===== src/rtl/nvsram_pkg.sv =====
package nvsram_pkg;
  typedef enum logic [1:0] {
    OP_IDLE   = 2'd0,
    OP_STORE  = 2'd1,
    OP_RECALL = 2'd2
  } op_e;
endpackage


===== src/rtl/nvsram_req.sv =====
module nvsram_req
  import nvsram_pkg::*;
(
  input  logic clk_i,
  input  logic rst_ni,
  input  logic store_ni,
  input  logic recall_ni,
  input  logic vlow_i,
  input  logic idle_i,
  output logic start_o,
  output op_e  start_op_o
);
  logic st_q, rc_q, st_fall, rc_fall;

  always_ff @(posedge clk_i or negedge rst_ni) begin
    if (!rst_ni) begin
      st_q <= 1'b1;
      rc_q <= 1'b1;
    end else begin
      st_q <= store_ni;
      rc_q <= recall_ni;
    end
  end

  assign st_fall = st_q & ~store_ni;
  assign rc_fall = rc_q & ~recall_ni;

  // recall wins; busy drops both; low supply drops store
  always_comb begin
    start_o    = 1'b0;
    start_op_o = OP_IDLE;
    if (idle_i) begin
      if (rc_fall) begin
        start_o    = 1'b1;
        start_op_o = OP_RECALL;
      end else if (st_fall && !vlow_i) begin
        start_o    = 1'b1;
        start_op_o = OP_STORE;
      end
    end
  end
endmodule


===== src/rtl/nvsram_seq.sv =====
module nvsram_seq
  import nvsram_pkg::*;
#(
  parameter int unsigned ADDR_W     = 8,
  parameter int unsigned STORE_CYC  = 2000,
  parameter int unsigned RECALL_CYC = 300,  // must be >= 2**ADDR_W
  parameter int unsigned CNT_W      = 16
) (
  input  logic              clk_i,
  input  logic              rst_ni,
  input  logic              start_i,
  input  op_e               start_op_i,
  output op_e               op_o,
  output logic              busy_o,
  output logic [ADDR_W-1:0] idx_o,
  output logic              copy_st_o,
  output logic              copy_rc_o,
  output logic [CNT_W-1:0]  store_cnt_o
);
  localparam int unsigned DEPTH = 1 << ADDR_W;
  localparam int unsigned MAXC  = (STORE_CYC > RECALL_CYC) ? STORE_CYC : RECALL_CYC;
  localparam int unsigned TOPC  = (MAXC > DEPTH) ? MAXC : DEPTH;
  localparam int unsigned TMR_W = $clog2(TOPC + 1);

  op_e              op_q;
  logic [TMR_W-1:0] tmr_q, last;
  logic [CNT_W-1:0] cnt_q;
  logic             in_copy;

  assign last    = (op_q == OP_STORE) ? TMR_W'(STORE_CYC - 1) : TMR_W'(RECALL_CYC - 1);
  assign in_copy = tmr_q < TMR_W'(DEPTH);

  // reset value starts the power-up recall
  always_ff @(posedge clk_i or negedge rst_ni) begin
    if (!rst_ni) begin
      op_q  <= OP_RECALL;
      tmr_q <= '0;
      cnt_q <= '0;
    end else if (op_q == OP_IDLE) begin
      if (start_i) begin
        op_q  <= start_op_i;
        tmr_q <= '0;
      end
    end else if (tmr_q == last) begin
      if (op_q == OP_STORE) cnt_q <= cnt_q + 1'b1;
      op_q <= OP_IDLE;
    end else begin
      tmr_q <= tmr_q + 1'b1;
    end
  end

  assign op_o        = op_q;
  assign busy_o      = op_q != OP_IDLE;
  assign idx_o       = tmr_q[ADDR_W-1:0];
  assign copy_st_o   = (op_q == OP_STORE) && in_copy;
  assign copy_rc_o   = (op_q == OP_RECALL) && in_copy;
  assign store_cnt_o = cnt_q;
endmodule


===== src/rtl/nvsram_arrays.sv =====
module nvsram_arrays #(
  parameter int unsigned ADDR_W = 8,
  parameter int unsigned DATA_W = 4
) (
  input  logic              clk_i,
  input  logic              rst_ni,
  input  logic [ADDR_W-1:0] addr_i,
  input  logic [DATA_W-1:0] data_i,
  input  logic              cs_ni,
  input  logic              we_ni,
  input  logic              busy_i,
  input  logic [ADDR_W-1:0] idx_i,
  input  logic              copy_st_i,
  input  logic              copy_rc_i,
  output logic [DATA_W-1:0] data_o
);
  localparam int unsigned DEPTH = 1 << ADDR_W;

  logic [DATA_W-1:0] ram_q [DEPTH];
  logic [DATA_W-1:0] nv_q  [DEPTH];
  logic              host_rd, host_wr;

  assign host_rd = !cs_ni &&  we_ni && !busy_i;
  assign host_wr = !cs_ni && !we_ni && !busy_i;

  // arrays carry no reset: the shadow must survive it
  always_ff @(posedge clk_i) begin
    if (copy_rc_i)    ram_q[idx_i]  <= nv_q[idx_i];
    else if (host_wr) ram_q[addr_i] <= data_i;
    if (copy_st_i)    nv_q[idx_i]   <= ram_q[idx_i];
  end

  always_ff @(posedge clk_i or negedge rst_ni) begin
    if (!rst_ni)      data_o <= '0;
    else if (host_rd) data_o <= ram_q[addr_i];
  end
endmodule


===== src/rtl/nvsram_ctrl.sv =====
module nvsram_ctrl
  import nvsram_pkg::*;
#(
  parameter int unsigned ADDR_W     = 8,
  parameter int unsigned DATA_W     = 4,
  parameter int unsigned STORE_CYC  = 2000,
  parameter int unsigned RECALL_CYC = 300,
  parameter int unsigned CNT_W      = 16
) (
  input  logic              clk_i,
  input  logic              rst_ni,
  input  logic [ADDR_W-1:0] addr_i,
  input  logic [DATA_W-1:0] data_i,
  input  logic              cs_ni,
  input  logic              we_ni,
  input  logic              store_ni,
  input  logic              recall_ni,
  input  logic              vlow_i,
  output logic [DATA_W-1:0] data_o,
  output logic              busy_o,
  output logic [CNT_W-1:0]  store_cnt_o
);
  op_e               op, start_op;
  logic              start, copy_st, copy_rc;
  logic [ADDR_W-1:0] idx;

  nvsram_req u_req (
    .clk_i      (clk_i),
    .rst_ni     (rst_ni),
    .store_ni   (store_ni),
    .recall_ni  (recall_ni),
    .vlow_i     (vlow_i),
    .idle_i     (!busy_o),
    .start_o    (start),
    .start_op_o (start_op)
  );

  nvsram_seq #(
    .ADDR_W     (ADDR_W),
    .STORE_CYC  (STORE_CYC),
    .RECALL_CYC (RECALL_CYC),
    .CNT_W      (CNT_W)
  ) u_seq (
    .clk_i       (clk_i),
    .rst_ni      (rst_ni),
    .start_i     (start),
    .start_op_i  (start_op),
    .op_o        (op),
    .busy_o      (busy_o),
    .idx_o       (idx),
    .copy_st_o   (copy_st),
    .copy_rc_o   (copy_rc),
    .store_cnt_o (store_cnt_o)
  );

  nvsram_arrays #(
    .ADDR_W (ADDR_W),
    .DATA_W (DATA_W)
  ) u_arr (
    .clk_i     (clk_i),
    .rst_ni    (rst_ni),
    .addr_i    (addr_i),
    .data_i    (data_i),
    .cs_ni     (cs_ni),
    .we_ni     (we_ni),
    .busy_i    (busy_o),
    .idx_i     (idx),
    .copy_st_i (copy_st),
    .copy_rc_i (copy_rc),
    .data_o    (data_o)
  );
endmodule


===== config.mk =====
export PLATFORM = sky130hd
export DESIGN_NAME = nvsram_ctrl
export DESIGN_NICKNAME = d
export VERILOG_FILES = /design/src/rtl/nvsram_pkg.sv /design/src/rtl/nvsram_req.sv /design/src/rtl/nvsram_seq.sv /design/src/rtl/nvsram_arrays.sv /design/src/rtl/nvsram_ctrl.sv
export SDC_FILE = /design/constraint.sdc
export NUM_CORES = 2
export LEC_CHECK = 0
export ABC_CLOCK_PERIOD_IN_PS = 12200
export BUFFER_PORTS_ARGS = -buffer_cell sky130_fd_sc_hd__buf_4
export CORE_MARGIN = 1
export CORE_UTILIZATION = 30
export DETAILED_ROUTE_END_ITERATION = 8
export PLACE_DENSITY = 0.42
export SYNTH_ARGS = -nofsm -noshare
export SYNTH_HDL_FRONTEND = slang
export SYNTH_HIERARCHICAL = 1
export SYNTH_SLANG_ARGS = --single-unit

===== constraint.sdc =====
create_clock -name clk_i -period 12.2 [get_ports clk_i]
set_clock_uncertainty 0.15 [all_clocks]
set_input_delay 0.61 -clock clk_i [delete_from_list [all_inputs] [get_ports clk_i]]
set_output_delay 0.61 -clock clk_i [all_outputs]
set_load 0.05 [all_outputs]

After elaboration in Yosys (flattened, before gate mapping)
Memory sizes are Yosys's and may differ from the RTL's. A register that Yosys moved wholly into a read port is not among the register bits. Cells that the tools add are included.

Flip-flop bits (word level): 31. Bits of input ports: 19. Output and inout port bits: 21. RAM bits: 2048. Memories kept: 2. Logic and storage cells: 62.

Memories: u_arr.nv_q (depth 256, width 4, rd ports 1, clocked after memory_dff 0, wr ports 1, line nvsram_arrays.sv:20) `logic [DATA_W-1:0] nv_q [DEPTH];`; u_arr.ram_q (depth 256, width 4, rd ports 2, clocked after memory_dff 1, wr ports 1, line nvsram_arrays.sv:19) `logic [DATA_W-1:0] ram_q [DEPTH];`.

$lt $le $gt $ge: 1. Eq/ne operators: 5. Add/sub/neg operators: 2. Bitwise operators: 5. Reductions and logical operators: 19. Multiplexer cells: 23.

Operators with widths (number): 11-bit two-way mux (4); 16-bit by 1-bit adder with 16-bit output (second input constant) (1); 1-bit two-way mux (12); 11-bit by 1-bit adder with 11-bit output (second input constant) (1); 11-bit == test (1); 11-bit by 9-bit less-than comparator with 1-bit output (second input constant) (1); 2-bit two-way mux (5); 8-bit two-way mux (1); 1-bit logical AND (7); 1-bit zero test (5); 4-bit two-way mux (1); 2-bit AND reduction (2); 2-bit nonzero test (2); 4-bit OR reduction (1); 1-bit inverter (3); 3-bit AND reduction (1); 1-bit AND (2); 2-bit by 1-bit == test with 1-bit output (second input constant) (1); 2-bit == test (second input constant) (1); 2-bit zero test (1); 2-bit by 1-bit inequality test with 1-bit output (second input constant) (1); 2-bit inequality test (second input constant) (1).

Depth between registers and ports, before layout
Depth in word-level cells: 8. Gate-level depth with buffers: 13. Mapped depth without buffers: 9.

Modules after synthesis
The synthesis kept the hierarchy.

Modules (own cells, without submodules): nvsram_arrays (cells an instance 4455, times used 1, area each 88894.0 um^2, seq. area each 61599.1 um^2); nvsram_seq (cells an instance 147, times used 1, area each 1590.3 um^2, seq. area each 726.9 um^2); nvsram_req (cells an instance 7, times used 1, area each 90.1 um^2, seq. area each 52.6 um^2); nvsram_ctrl (cells an instance 1, times used 1, area each 3.8 um^2, seq. area each 0.0 um^2).

Worst setup path after synthesis
No wires, ideal clock.

Path type: register -> register. Start: reg u_seq.tmr_q[1]. End: mem u_arr.ram_q[0][3], data pin. Data required time: 10.319 ns. Arrival: 9.889 ns. Clock period less this slack: 11.770 ns. Setup time: 1.731 ns. Setup slack: 0.430 ns. Cell stages (with the launch flop): 13. Path buffers: 5. Cell sequence: dfrtp_1 buf_4 buf_2 buf_2 clkbuf_1 clkbuf_1 mux4_2 mux2i_1 o22ai_1 nor2_1 o21ai_1 nor3_1 a31oi_1.

Word-level cells in the longest chain between the ends: 6. Elaborated cells on any way between the ends: 7. Classes of those cells: order compare: 1; mux: 3; reduce/logical: 2; memory: 1.

RTL lines: from (decl) (line nvsram_seq.sv:26) `logic [TMR_W-1:0] tmr_q, last;`; from (signal assigned) (line nvsram_seq.sv:48) `tmr_q <= tmr_q + 1'b1;`; 11-bit by 9-bit less-than comparator with 1-bit output (line nvsram_seq.sv:31) `assign in_copy = tmr_q < TMR_W'(DEPTH);`; 1-bit logical AND (line nvsram_seq.sv:56) `assign copy_rc_o = (op_q == OP_RECALL) && in_copy;`; 1-bit two-way mux (line nvsram_arrays.sv:28) `if (copy_rc_i) ram_q[idx_i] <= nv_q[idx_i];`; 1-bit two-way mux (not written as such) (line nvsram_arrays.sv:29) `else if (host_wr) ram_q[addr_i] <= data_i;`; 4-bit OR reduction (no line); 4-bit two-way mux (no line) (*); to (decl) (line nvsram_arrays.sv:19).

Mark *: on every way between the ends. The rest lies on a longest branch, timed or not.

Final worst setup path
Start: reg u_seq.tmr_q[0]. End: mem u_arr.nv_q[80][0], data pin.

Word-level cells in the longest chain between the ends: 1.

RTL lines (line): memory 256 x 4 bit; to (decl) (nvsram_arrays.sv:20).

No other way between the ends.

==> results.yml <==
sta:
  hold_ws_ns: 0.0977
  drv_slew: 0
  hold_viol: 0
  worst_slew_margin_rel_pct: 6.38
  setup_viol: 0
  rsz0062_at_grt: "no"
  tns_ns: 0
  max_freq_mhz: 147
  period_needed_ns: 6.82
  fin_crit_sh_pct: 55.9
  tightest_slew_ns: 1.40
  worst_slack_ns: 5.38
logic_synthesis:
  syn_area_sq_um: 90600
  yosys-top-cells-area: "edfxtp_1 68%, mux4_2 21%, nor2_1 2.4%"
  ys_top_cells_by_count: "2,048 x edfxtp_1, 857 x mux4_2, 569 x nor2_1"
  yosysMostFrequentCell: "edfxtp_1"
  synth.avg_cell_area_sq_um: 19.6
  ys_ff_latch: 2083
  synth_seq_area_share_pct: 68.9
  synth-edff-count: 2048
  synth_top_area_share_pct: 67.9
  yosysTopAreaCell: "edfxtp_1"
  async_flop_share_pct: 1.68
  netlist_instances: 4610
  yosysWarnings: 6
  syn_nets: 4631
  yosys_most_used_dff: "edfxtp_1"
  ys_types: 74
drt:
  ant_nets: 0
  post_drt_wl_per_cell_microns: 33.1
  post-route-drc-count: 0
  dr.pass1.iters: 7
  initialDrtViolationCount: 4951
  route.vias.total: 47900
  via_per_inst: 5.43
  totalWireLength_microns: 292000
setup_path:
  criticalPathCategory: "reg2reg"
  crit_path_cell_trace: "buf_4 -> mux4_2 -> mux4_2 -> mux2_2 -> nand2_1 -> a311oi_1 -> nor2_1 -> nand4_1 -> buf_4 -> buf_4 -> buf_4"
  cp_data_arrival_time_ns: 7.25
  end_kind: "flop"
  timing.critical_path.mode_cell: "buf_4"
  critPathLaunch: "u_seq/tmr_q[0]$_DFFE_PN0P_"
  slowest_stage: "dfrtp_4"
  cp_max_fo: 97
  crit_path_start_kind: "flop"
  critPathMaxStageDelay_ns: 0.90
  crit_buf_inv: 4
  cp.required_ns: 12.62
  reg2reg_from: "u_seq/tmr_q[0]$_DFFE_PN0P_"
  critical-path-top-delay-family: "buffers and inverters"
layout:
  drive_above_1_share_pct: 29.1
  fillers: 28100
  final-seq-area_sq_um: 62400
  layout.nets: 4698
  multiInputGateArea_sq_um: 26700
  area_delta_synth_final_pct: 13.6
die:
  start_util_pct: 30.2
  coreArea_sq_um: 300000
  die_h_microns: 551
  row_count: 201
  ios: 40
  die_area_sq_um: 304000
  die_w_microns: 551
pwr:
  total_leakage_power_nw: 30.7
  power_density_nw_per_um2: 248
  total_power_mw: 25.6
  ir_drop_uv: 399
grt:
  grt_pass1_vias: 49800
  overflow: 0
  grt_max_degree: 179
  antenna_found_initial: 14
  track_usage_pct: 19.1
  grt_first_pass_wirelength_microns: 407000
clocking:
  cts_resized: 0
  path_clk_slew_ns: 0.06
  clock-root-buffer: "clkbuf_16"
  clock_latency_ns: 0.92
  numCtsBuffers: 232
  numClockSinks: 2083
  htree_num_levels: 4
  cts.path.max_buffers: 4
  cts_tree: "done"
placed_design:
  numPortBuffers: 39
  dpl_worst_slack_ns: 5.19
  place.gp.congestion: 0.779
  place_hpwl_microns: 179000
min_path:
  hold_class: "in2reg"
  hold_start: "we_ni"
run:
  maxCapViolCount: 0
outcome:
  outcome: "completed"
## worst paths after layout
path	to	slack (ns)	cells past startpoint
max in group asynchronous	u_seq/tmr_q[4]$_DFFE_PN0P_	11.31	2
min in group asynchronous	u_seq/tmr_q[2]$_DFFE_PN0P_	0.12	2
setup / recovery	u_arr/nv_q[80][0]$_DFFE_PP_	5.38	11
hold / removal	u_arr/data_o[0]$_DFFE_PN0P_	0.1	3
hold reg to reg	u_seq/store_cnt_o[15]$_DFFE_PN0P_	0.33	1
setup reg to reg	u_arr/nv_q[80][0]$_DFFE_PP_	5.38	11
## cells in the final DEF (no fill, tap or decap), types with 26 or more instances in the layout
master,count
clkinv_1,48
dfrtp_1,26
clkbuf_1,58
clkbuf_16,235
mux2i_1,87
edfxtp_1,2048
mux4_2,857
clkinv_2,36
o21ai_0,35
nand2_1,120
nand3_1,64
buf_4,159
nor2_1,564
a21oi_1,34
nor3_1,26
a22oi_1,91
## area by class of cell
class	instances	area share, %
Multi-Input combinational cell	2176	25.9
Clock inverter	119	1.14
Sequential cell	2083	60.6
Antenna cell	3	0.00729
Tap cell	3958	4.81
Inverter	8	0.0292
Clock buffer	299	6.00
Timing Repair Buffer	176	1.45
## worst reg2reg max path, cell delays in order, from the launching register on
cell and delay, ns:
dfrtp_4 0.90, buf_4 0.73, mux4_2 0.44, mux4_2 0.23, mux2_2 0.21, nand2_1 0.09, a311oi_1 0.69, nor2_1 0.25
nand4_1 0.30, buf_4 0.63, buf_4 0.88, buf_4 0.91
## through the flow
step	cell area, sq um	instances	utilization [%]
finish	103000	8822	34.3
CTS	103000	8819	34.3
global placement	95500	8398	31.8
global route	103000	8820	34.3
floorplan	90600	4610	-
detailed placement	95500	8398	31.8
## per-layer routing
layer	global-route usage (%)	share of wire (%)	wire length (microns)	vias to the layer above
li1	-	-	-	19500
met2	31.8	49	144000	1528
met5	0	0	0	-
met3	2.42	5.0	14700	355
met4	4.89	2.5	7350	0
met1	26.4	43	126000	26500
## registers in the layout, indices dropped and copies added (netlist names)
signal	flops
u_arr/nv_q	1024
u_req/rc_q	1
u_seq/store_cnt_o	16
u_seq/tmr_q	11
u_arr/ram_q	1024
u_arr/data_o	4
u_seq/op_o	2
u_req/st_q	1
## cells by family after synthesis
logic type / count (synthesis) / synth area share, %
multiplexers: 961 / 22.5
flip-flops: 2083 / 68.9
AO/OA/AOI/OAI: 288 / 2.29
adder cells (fa/ha/maj): 2 / 0.0276
XOR/XNOR: 16 / 0.155
buffers and inverters: 351 / 1.86
AND/OR/NAND/NOR: 909 / 4.32
## power by group
part / internal [mW] / switching, mW / leakage, nW
clock network: 4.03 / 2.91 / 3.58
registers: 10.5 / 0.106 / 18.8
logic: 2.46 / 5.58 / 8.27
## what timing repair did
| action | 4_1_cts | 5_1_grt |
|---|---|---|
| setup buffers | 0 | 0 |
| hold endpoints to repair | 38 | 0 |
| hold buffers | 3 | 0 |
No activity file was read; power rests on OpenSTA's default activity.
